## config.mk

```make
export PLATFORM = sky130hd
export DESIGN_NAME = margin_div_ctrl
export DESIGN_NICKNAME = d
export VERILOG_FILES = /design/src/rtl/margin_div_pkg.sv /design/src/rtl/ser_frontend.sv /design/src/rtl/div_shift_hold.sv /design/src/rtl/div_out_sel.sv /design/src/rtl/margin_div_ctrl.sv
export SDC_FILE = /design/constraint.sdc
export NUM_CORES = 1
export LEC_CHECK = 0
export BUFFER_PORTS_ARGS = -buffer_cell sky130_fd_sc_hd__buf_2
export CELL_PAD_IN_SITES_DETAIL_PLACEMENT = 1
export CELL_PAD_IN_SITES_GLOBAL_PLACEMENT = 1
export CORE_MARGIN = 2
export CORE_UTILIZATION = 40
export DETAILED_ROUTE_END_ITERATION = 8
export GPL_ROUTABILITY_DRIVEN = 0
export GPL_TIMING_DRIVEN = 0
export PLACE_DENSITY_LB_ADDON = 0.1
export SLEW_MARGIN = 25
export SYNTH_ARGS = -nofsm -noshare
export SYNTH_HDL_FRONTEND = slang
export SYNTH_SLANG_ARGS = --single-unit
```

## constraint.sdc

```tcl
create_clock -name clk -period 1.8 [get_ports clk]
set_clock_uncertainty 0.2 [all_clocks]
set_input_delay 0.36 -clock clk [delete_from_list [all_inputs] [get_ports clk]]
set_output_delay 0.36 -clock clk [all_outputs]
set_load 0.05 [all_outputs]
```

## src/rtl/margin_div_pkg.sv

```systemverilog
package margin_div_pkg;
    localparam int MW      = 6;
    localparam int PCT_W   = 8;
    localparam int M_NOM   = 50;
    localparam int M_LO    = 45;
    localparam int M_HI    = 55;
    localparam int STEP    = 2;

    typedef logic [MW-1:0] mval_t;

    typedef struct packed {
        logic lvl_ld;
        logic dat;
        logic clk_rise;
        logic ld_fall;
    } ser_evt_t;

    function automatic logic m_in_range(input mval_t m);
        return (int'(m) >= M_LO) && (int'(m) <= M_HI);
    endfunction

    function automatic logic [PCT_W-1:0] m_pct(input mval_t m);
        logic signed [PCT_W-1:0] d;
        d = $signed(PCT_W'(m)) - $signed(PCT_W'(M_NOM));
        return PCT_W'(d * $signed(PCT_W'(STEP)));
    endfunction
endpackage

```

## src/rtl/ser_frontend.sv

```systemverilog
module ser_frontend
    import margin_div_pkg::*;
#(
    parameter int SYNC_STAGES = 2
) (
    input  logic     clk,
    input  logic     rst,
    input  logic     ser_clk,
    input  logic     ser_dat,
    input  logic     ser_ld,
    output ser_evt_t evt
);
    localparam int NLINE = 3;

    logic [SYNC_STAGES-1:0][NLINE-1:0] chain;
    logic [NLINE-1:0] synced;
    logic clk_prev, ld_prev;

    generate
        for (genvar s = 0; s < SYNC_STAGES; s++) begin : g_sync
            always_ff @(posedge clk) begin
                if (rst) begin
                    chain[s] <= '0;
                end else if (s == 0) begin
                    chain[s] <= {ser_ld, ser_dat, ser_clk};
                end else begin
                    chain[s] <= chain[(s == 0) ? 0 : s-1];
                end
            end
        end
    endgenerate

    assign synced = chain[SYNC_STAGES-1];

    always_ff @(posedge clk) begin
        if (rst) begin
            clk_prev <= 1'b0;
            ld_prev  <= 1'b0;
        end else begin
            clk_prev <= synced[0];
            ld_prev  <= synced[2];
        end
    end

    always_comb begin
        evt.lvl_ld   = synced[2];
        evt.dat      = synced[1];
        evt.clk_rise = synced[0] & ~clk_prev;
        evt.ld_fall  = ld_prev & ~synced[2];
    end
endmodule

```

## src/rtl/div_shift_hold.sv

```systemverilog
module div_shift_hold
    import margin_div_pkg::*;
(
    input  logic     clk,
    input  logic     rst,
    input  ser_evt_t evt,
    output mval_t    shreg,
    output mval_t    held
);
    always_ff @(posedge clk) begin
        if (rst) begin
            shreg <= mval_t'(M_NOM);
        end else if (evt.lvl_ld && evt.clk_rise) begin
            shreg <= {shreg[MW-2:0], evt.dat};
        end
    end

    always_ff @(posedge clk) begin
        if (rst) begin
            held <= mval_t'(M_NOM);
        end else if (evt.ld_fall) begin
            held <= shreg;
        end
    end
endmodule

```

## src/rtl/div_out_sel.sv

```systemverilog
module div_out_sel
    import margin_div_pkg::*;
(
    input  logic             clk,
    input  logic             rst,
    input  logic             margin_en,
    input  mval_t            held,
    output mval_t            div_eff,
    output logic [PCT_W-1:0] pct_chg,
    output logic             in_range
);
    mval_t sel;

    assign sel = margin_en ? held : mval_t'(M_NOM);

    always_ff @(posedge clk) begin
        if (rst) begin
            div_eff  <= mval_t'(M_NOM);
            pct_chg  <= '0;
            in_range <= 1'b1;
        end else begin
            div_eff  <= sel;
            pct_chg  <= m_pct(sel);
            in_range <= m_in_range(held);
        end
    end
endmodule

```

## src/rtl/margin_div_ctrl.sv

```systemverilog
module margin_div_ctrl
    import margin_div_pkg::*;
#(
    parameter int SYNC_STAGES = 2
) (
    input  logic        clk,
    input  logic        rst,
    input  logic        ser_clk,
    input  logic        ser_dat,
    input  logic        ser_ld,
    input  logic        margin_en,
    output logic [5:0]  div_eff,
    output logic [7:0]  pct_chg,
    output logic        in_range
);
    ser_evt_t evt;
    mval_t    shreg_q, held_q;
    logic     ld_sync, commit_pulse;

    ser_frontend #(.SYNC_STAGES(SYNC_STAGES)) u_fe (
        .clk(clk), .rst(rst), .ser_clk(ser_clk), .ser_dat(ser_dat),
        .ser_ld(ser_ld), .evt(evt)
    );

    div_shift_hold u_sh (
        .clk(clk), .rst(rst), .evt(evt), .shreg(shreg_q), .held(held_q)
    );

    div_out_sel u_out (
        .clk(clk), .rst(rst), .margin_en(margin_en), .held(held_q),
        .div_eff(div_eff), .pct_chg(pct_chg), .in_range(in_range)
    );

    assign ld_sync      = evt.lvl_ld;
    assign commit_pulse = evt.ld_fall;
endmodule

```

==> flow_metrics.env, run 1 <==
export IMPL_whs_ps=39.3
export IMPL_drt_iter0_markers=6
export IMPL_max_freq_ghz=0.641
export IMPL_vias_per_cell=4.76
export IMPL_hold_path_endpoint="u_fe.chain[0]"
export IMPL_timing_rr_end="u_out.pct_chg[6]"
export IMPL_r2r_start="u_sh.held[1]"
export IMPL_maxSlewViolCount=0
export IMPL_timing_final_crit_share_pct=86.6
export IMPL_initial_core_util_pct=42.0
export IMPL_finalSetupTns_ps=0
export IMPL_grt_use_total_pct=13.6
export IMPL_critPathTopFamily="buffers and inverters"
export IMPL_die_y_um=57.6
export IMPL_powerDensity_nw_per_um2=906
export IMPL_period_minus_slack_ps=1560
export IMPL_cp_end_kind="output pin"
export IMPL_clockBufferDepth=2
export IMPL_crit_path_top_delay_cell="dfxtp_1"
export IMPL_drtPass1Iterations=3
export IMPL_rrSetupSlack_ps=410
export IMPL_numCtsBuffers=5
export IMPL_crit_required_ps=1240
export IMPL_cts_clk_slew_worst_paths_ps=90
export IMPL_ant_nets=0
export IMPL_syn_area_per_cell_sq_um=10.1
export IMPL_cts_sinks=33
export IMPL_finalPower_mw=1.20
export IMPL_synth_cell_types=25
export IMPL_grt_max_degree=11
export IMPL_synth_area_sq_um=1150
export IMPL_placedCellCount=164
export IMPL_setup_violations=0
export IMPL_cp_data_arrival_time_ps=1000
export IMPL_ys_seq_area_share_pct=57.6
export IMPL_wire_per_inst_um=11.8
export IMPL_cts_htree_levels=2
export IMPL_fin_util_pct=48.6
export IMPL_wl_um=2020
export IMPL_cp_start_kind="register"
export IMPL_worst_slack_ps=241
export IMPL_hold_path_depth=2
export IMPL_ys_ff_latch=33
export IMPL_synth_fp_nets=121
export IMPL_stdcell_count=172
export IMPL_vias=818
export IMPL_crit_buf_inv=2
export IMPL_portBuffers=19
export IMPL_rows=19
export IMPL_detailedPlace_worstSlack_ps=217
export IMPL_place_area_sq_um=1280
export IMPL_cts_setup_buffers=0
export IMPL_hold_buffers=0
export IMPL_cts_resized=0
export IMPL_synthArstFlopShare_pct=0
export IMPL_core_area_sq_um=2730
export IMPL_reg2regPathDepth=5
export IMPL_vdd_ir_drop_max_v=0.000568
export IMPL_synth_area_leaders="dfxtp_1 (58%), nor2b_1 (6.0%), nand2_1 (4.9%), nor2_1 (3.9%), nand2b_1 (3.8%)"
export IMPL_ioPinCount=21
export IMPL_synthFlopType="dfxtp_1"
export IMPL_area_growth_synth_to_final_pct=15.9
export IMPL_drc=0
export IMPL_rsz0062_at_grt="false"
export IMPL_yosysWarnings=0
export IMPL_grt_pass1_vias=807
export IMPL_p_leak_nw=0.604
export IMPL_hold_viol_final=0
export IMPL_hp_start="ser_clk"
export IMPL_dp_hpwl_um=1500
export IMPL_status="complete, no violations"
export IMPL_drive_above_1_share_pct=22.7
export IMPL_antenna_cells=0
export IMPL_synth_edff_count=0
export IMPL_synth_top_cell_area_share_pct=57.6
export IMPL_clock_latency_ps=320
export IMPL_synth_cells=114
export IMPL_die_area_sq_um=3310
export IMPL_max_cap_violations=0
export IMPL_crit_chain="buf_4, buf_2"
export IMPL_criticalPathCategory="reg -> out"
export IMPL_synth_top_cell_by_area="dfxtp_1"
export IMPL_final_area_sq_um=1330
export IMPL_grt_first_pass_wirelength_um=3300
export IMPL_root_buffer="clkbuf_4"
export IMPL_worstHoldPathType="in -> reg"
export IMPL_cts_tree="built"
export IMPL_slowest_delay_ps=330
export IMPL_die_x_um=57.6
export IMPL_overflow=0
export IMPL_worst_path_max_fanout=2
export IMPL_final_nets=147
export IMPL_antenna_found_initial=0
-- power by group --
group	total, mW	internal, mW	switching, mW
registers	0.752	0.744	0.00775
logic	0.0739	0.0278	0.0461
clock network	0.378	0.155	0.223
-- metal layers --
layer / GRT usage [%] / up-vias / part of all wire [%]
met3: 6.80 / 5 / 6.4
met4: 6.98 / 0 / 2.2
met1: 13.7 / 381 / 44
li1: - / 412 / -
met5: 0 / - / 0
met2: 23.1 / 20 / 47
-- placed cells by master (no fill, tap or decap) --
cell	count
dfxtp_1	33
buf_2	21
nand2_1	15
nor2_1	12
nor2b_1	11
nand2b_1	7
clkbuf_4	5
inv_1	4
nand3b_1	3
a21oi_1	3
a211o_1	3
mux2i_1	3
a31oi_1	3
clkbuf_1	3
and2_1	2
buf_4	2
inv_2	1
buf_6	1
nand3b_4	1
o41ai_1	1
or3_4	1
nand4b_1	1
a21bo_1	1
xnor2_1	1
xor2_1	1
ha_1	1
conb_1	1
-- cell usage after synthesis, types with 2 or more instances --
master	count
nand3b_1	3
a21oi_1	3
dfxtp_1	33
buf_2	2
inv_1	4
and2_1	2
nand2b_1	7
nor2_1	12
mux2i_1	3
nor2b_1	11
buf_4	2
a211o_1	3
a31oi_1	3
nand2_1	15
-- state kept, by name, summed over array words and instances, names as in the netlist --
signal          count
u_out.pct_chg       7
u_fe.chain          3
u_out.div_eff       5
u_fe.synced         3
u_sh.held           6
u_fe.ld_prev        1
u_sh.shreg          6
u_out.in_range      1
u_fe.clk_prev       1
-- cell type report --
class	instances	area, sq um
Fill cell	325	1400
Timing Repair Buffer	19	95.1
Tap cell	31	38.8
Multi-Input combinational cell	71	432
Clock buffer	8	48.8
Buffer	5	36.3
Sequential cell	33	661
Inverter	5	18.8
-- worst max path at each step --
stage                        to              from  cells after the start  slack [ps]
6_report             pct_chg[1]  u_out.pct_chg[1]                      2         240
5_1_grt              pct_chg[1]  u_out.pct_chg[1]                      2         190
4_1_cts              pct_chg[1]  u_out.pct_chg[1]                      2         220
3_5_place_dp   u_out.pct_chg[6]         margin_en                      6         220
3_3_place_gp   u_out.pct_chg[6]         margin_en                      6         270
2_1_floorplan        pct_chg[1]  u_out.pct_chg[1]                      1         350
-- logic make-up after synthesis --
group,share of synthesized area [%]
DFF,57.6
adders and majority gates,1.09
xor gates and xnor gates,1.53
buffers and inverters,4.80
other,0.327
muxes,2.62
AOI/OAI and AO/OA,6.87
and+or+nand+nor,25.2
No activity file was read; power rests on OpenSTA's default activity.
==> run 2: changes to the inputs <==
--- a/config.mk
+++ b/config.mk
@@ -14,6 +14,7 @@
 export GPL_ROUTABILITY_DRIVEN = 0
 export GPL_TIMING_DRIVEN = 0
 export PLACE_DENSITY_LB_ADDON = 0.1
+export REMOVE_ABC_BUFFERS = 1
 export SLEW_MARGIN = 25
 export SYNTH_ARGS = -nofsm -noshare
 export SYNTH_HDL_FRONTEND = slang
==> flow_metrics.env, run 2 (synthesis results as in run 1) <==
export IMPL_max_cap_violations=0
export IMPL_setup_violations=0
export IMPL_cp_data_arrival_time_ps=930
export IMPL_cts_tree="built"
export IMPL_layout_common_cells="dfxtp_1 (33), buf_2 (19), nand2_1 (15)"
export IMPL_vdd_ir_drop_max_v=0.000641
export IMPL_drive_above_1_share_pct=19.9
export IMPL_powerDensity_nw_per_um2=929
export IMPL_crit_chain="buf_2"
export IMPL_die_area_sq_um=3310
export IMPL_grt_busiest_layer="met2"
export IMPL_grt_first_pass_wirelength_um=3430
export IMPL_wire_per_inst_um=11.7
export IMPL_area_growth_synth_to_final_pct=12.8
export IMPL_final_seq_area_sq_um=661
export IMPL_rows=19
export IMPL_largestRegisters="u_out.pct_chg (7), u_sh.held (6), u_sh.shreg (6)"
export IMPL_root_buffer="clkbuf_4"
export IMPL_clockBufferDepth=2
export IMPL_vias_per_cell=4.83
export IMPL_fin_util_pct=47.3
export IMPL_timing_final_crit_share_pct=82.5
export IMPL_ant_nets=0
export IMPL_place_area_sq_um=1240
export IMPL_initial_core_util_pct=42.0
export IMPL_worst_path_max_fanout=2
export IMPL_max_freq_ghz=0.673
export IMPL_criticalPathCategory="reg -> out"
export IMPL_detailedPlace_worstSlack_ps=216
export IMPL_antenna_found_initial=0
export IMPL_whs_ps=39.5
export IMPL_wl_um=1960
export IMPL_grt_max_degree=27
export IMPL_worstHoldPathType="in -> reg"
export IMPL_status="complete, no violations"
export IMPL_cp_start_kind="register"
export IMPL_grt_util_met3_pct=4.76
export IMPL_period_minus_slack_ps=1490
export IMPL_stdcell_count=167
export IMPL_crit_path_top_delay_cell="dfxtp_1"
export IMPL_crit_required_ps=1240
export IMPL_ioPinCount=21
export IMPL_numCtsBuffers=5
export IMPL_clock_latency_ps=320
export IMPL_portBuffers=19
export IMPL_p_leak_nw=0.579
export IMPL_hold_buffers=0
export IMPL_fillers=330
export IMPL_slowest_delay_ps=340
export IMPL_dp_hpwl_um=1380
export IMPL_drt_iter0_markers=11
export IMPL_antenna_cells=0
export IMPL_core_area_sq_um=2730
export IMPL_cts_setup_buffers=0
export IMPL_final_common_cell="dfxtp_1"
export IMPL_hold_viol_final=0
export IMPL_drc=0
export IMPL_placedCellCount=159
export IMPL_cts_clk_slew_worst_paths_ps=90
export IMPL_final_area_sq_um=1290
export IMPL_finalPower_mw=1.20
export IMPL_rrSetupSlack_ps=430
export IMPL_multi_input_area_sq_um=432
export IMPL_overflow=0
export IMPL_die_x_um=57.6
export IMPL_die_y_um=57.6
export IMPL_final_nets=142
export IMPL_cts_htree_levels=2
export IMPL_maxSlewViolCount=0
export IMPL_finalSetupTns_ps=0
export IMPL_rsz0062_at_grt="false"
export IMPL_crit_buf_inv=1
export IMPL_worst_slack_ps=314
export IMPL_cts_sinks=33
export IMPL_largest_register="u_out.pct_chg"
export IMPL_drtPass1Iterations=4
export IMPL_grt_use_total_pct=14.1
export IMPL_vias=806
export IMPL_cp_end_kind="output pin"
export IMPL_critPathTopFamily="flip-flops"
export IMPL_met2_usage_pct=23.9
export IMPL_grt_use_met1_pct=13.9
export IMPL_largest_reg_flops=7
export IMPL_cts_resized=0
export IMPL_grt_pass1_vias=785
-- run 2: changes by cell type in the layout (fill, tap and decap cells not counted) --
cell	previous run	this run
buf_2	21	19
buf_4	2	0
buf_6	1	0
-- run 2: worst paths after layout --
check                    from               end  cells past startpoint
min reg2reg     u_fe.chain[0]    u_fe.synced[0]                      1
max reg2reg      u_sh.held[2]  u_out.pct_chg[6]                      5
min                   ser_clk     u_fe.chain[0]                      2
max          u_out.pct_chg[1]        div_eff[0]                      1
-- run 2: layer usage --
layer / up-vias / wire length (um)
met1: 374 / 814
met4: 0 / 55
li1: 406 / -
met2: 19 / 986
met5: - / 0
met3: 7 / 103
-- run 2: area by class of cell --
cell class                 count  area share (%)
clock buffer                   8            3.77
inverter                       5            1.45
multi-input combinational     71            33.4
sequential                    33            51.1
tap                           31            3.00
timing repair buffer          19            7.35
-- run 2: power breakdown --
part / total (mW) / internal, mW / switching, mW
sequential: 0.754 / 0.744 / 0.00921
combinational: 0.0665 / 0.0235 / 0.0430
clock: 0.382 / 0.156 / 0.226
total: 1.20 / 0.923 / 0.278
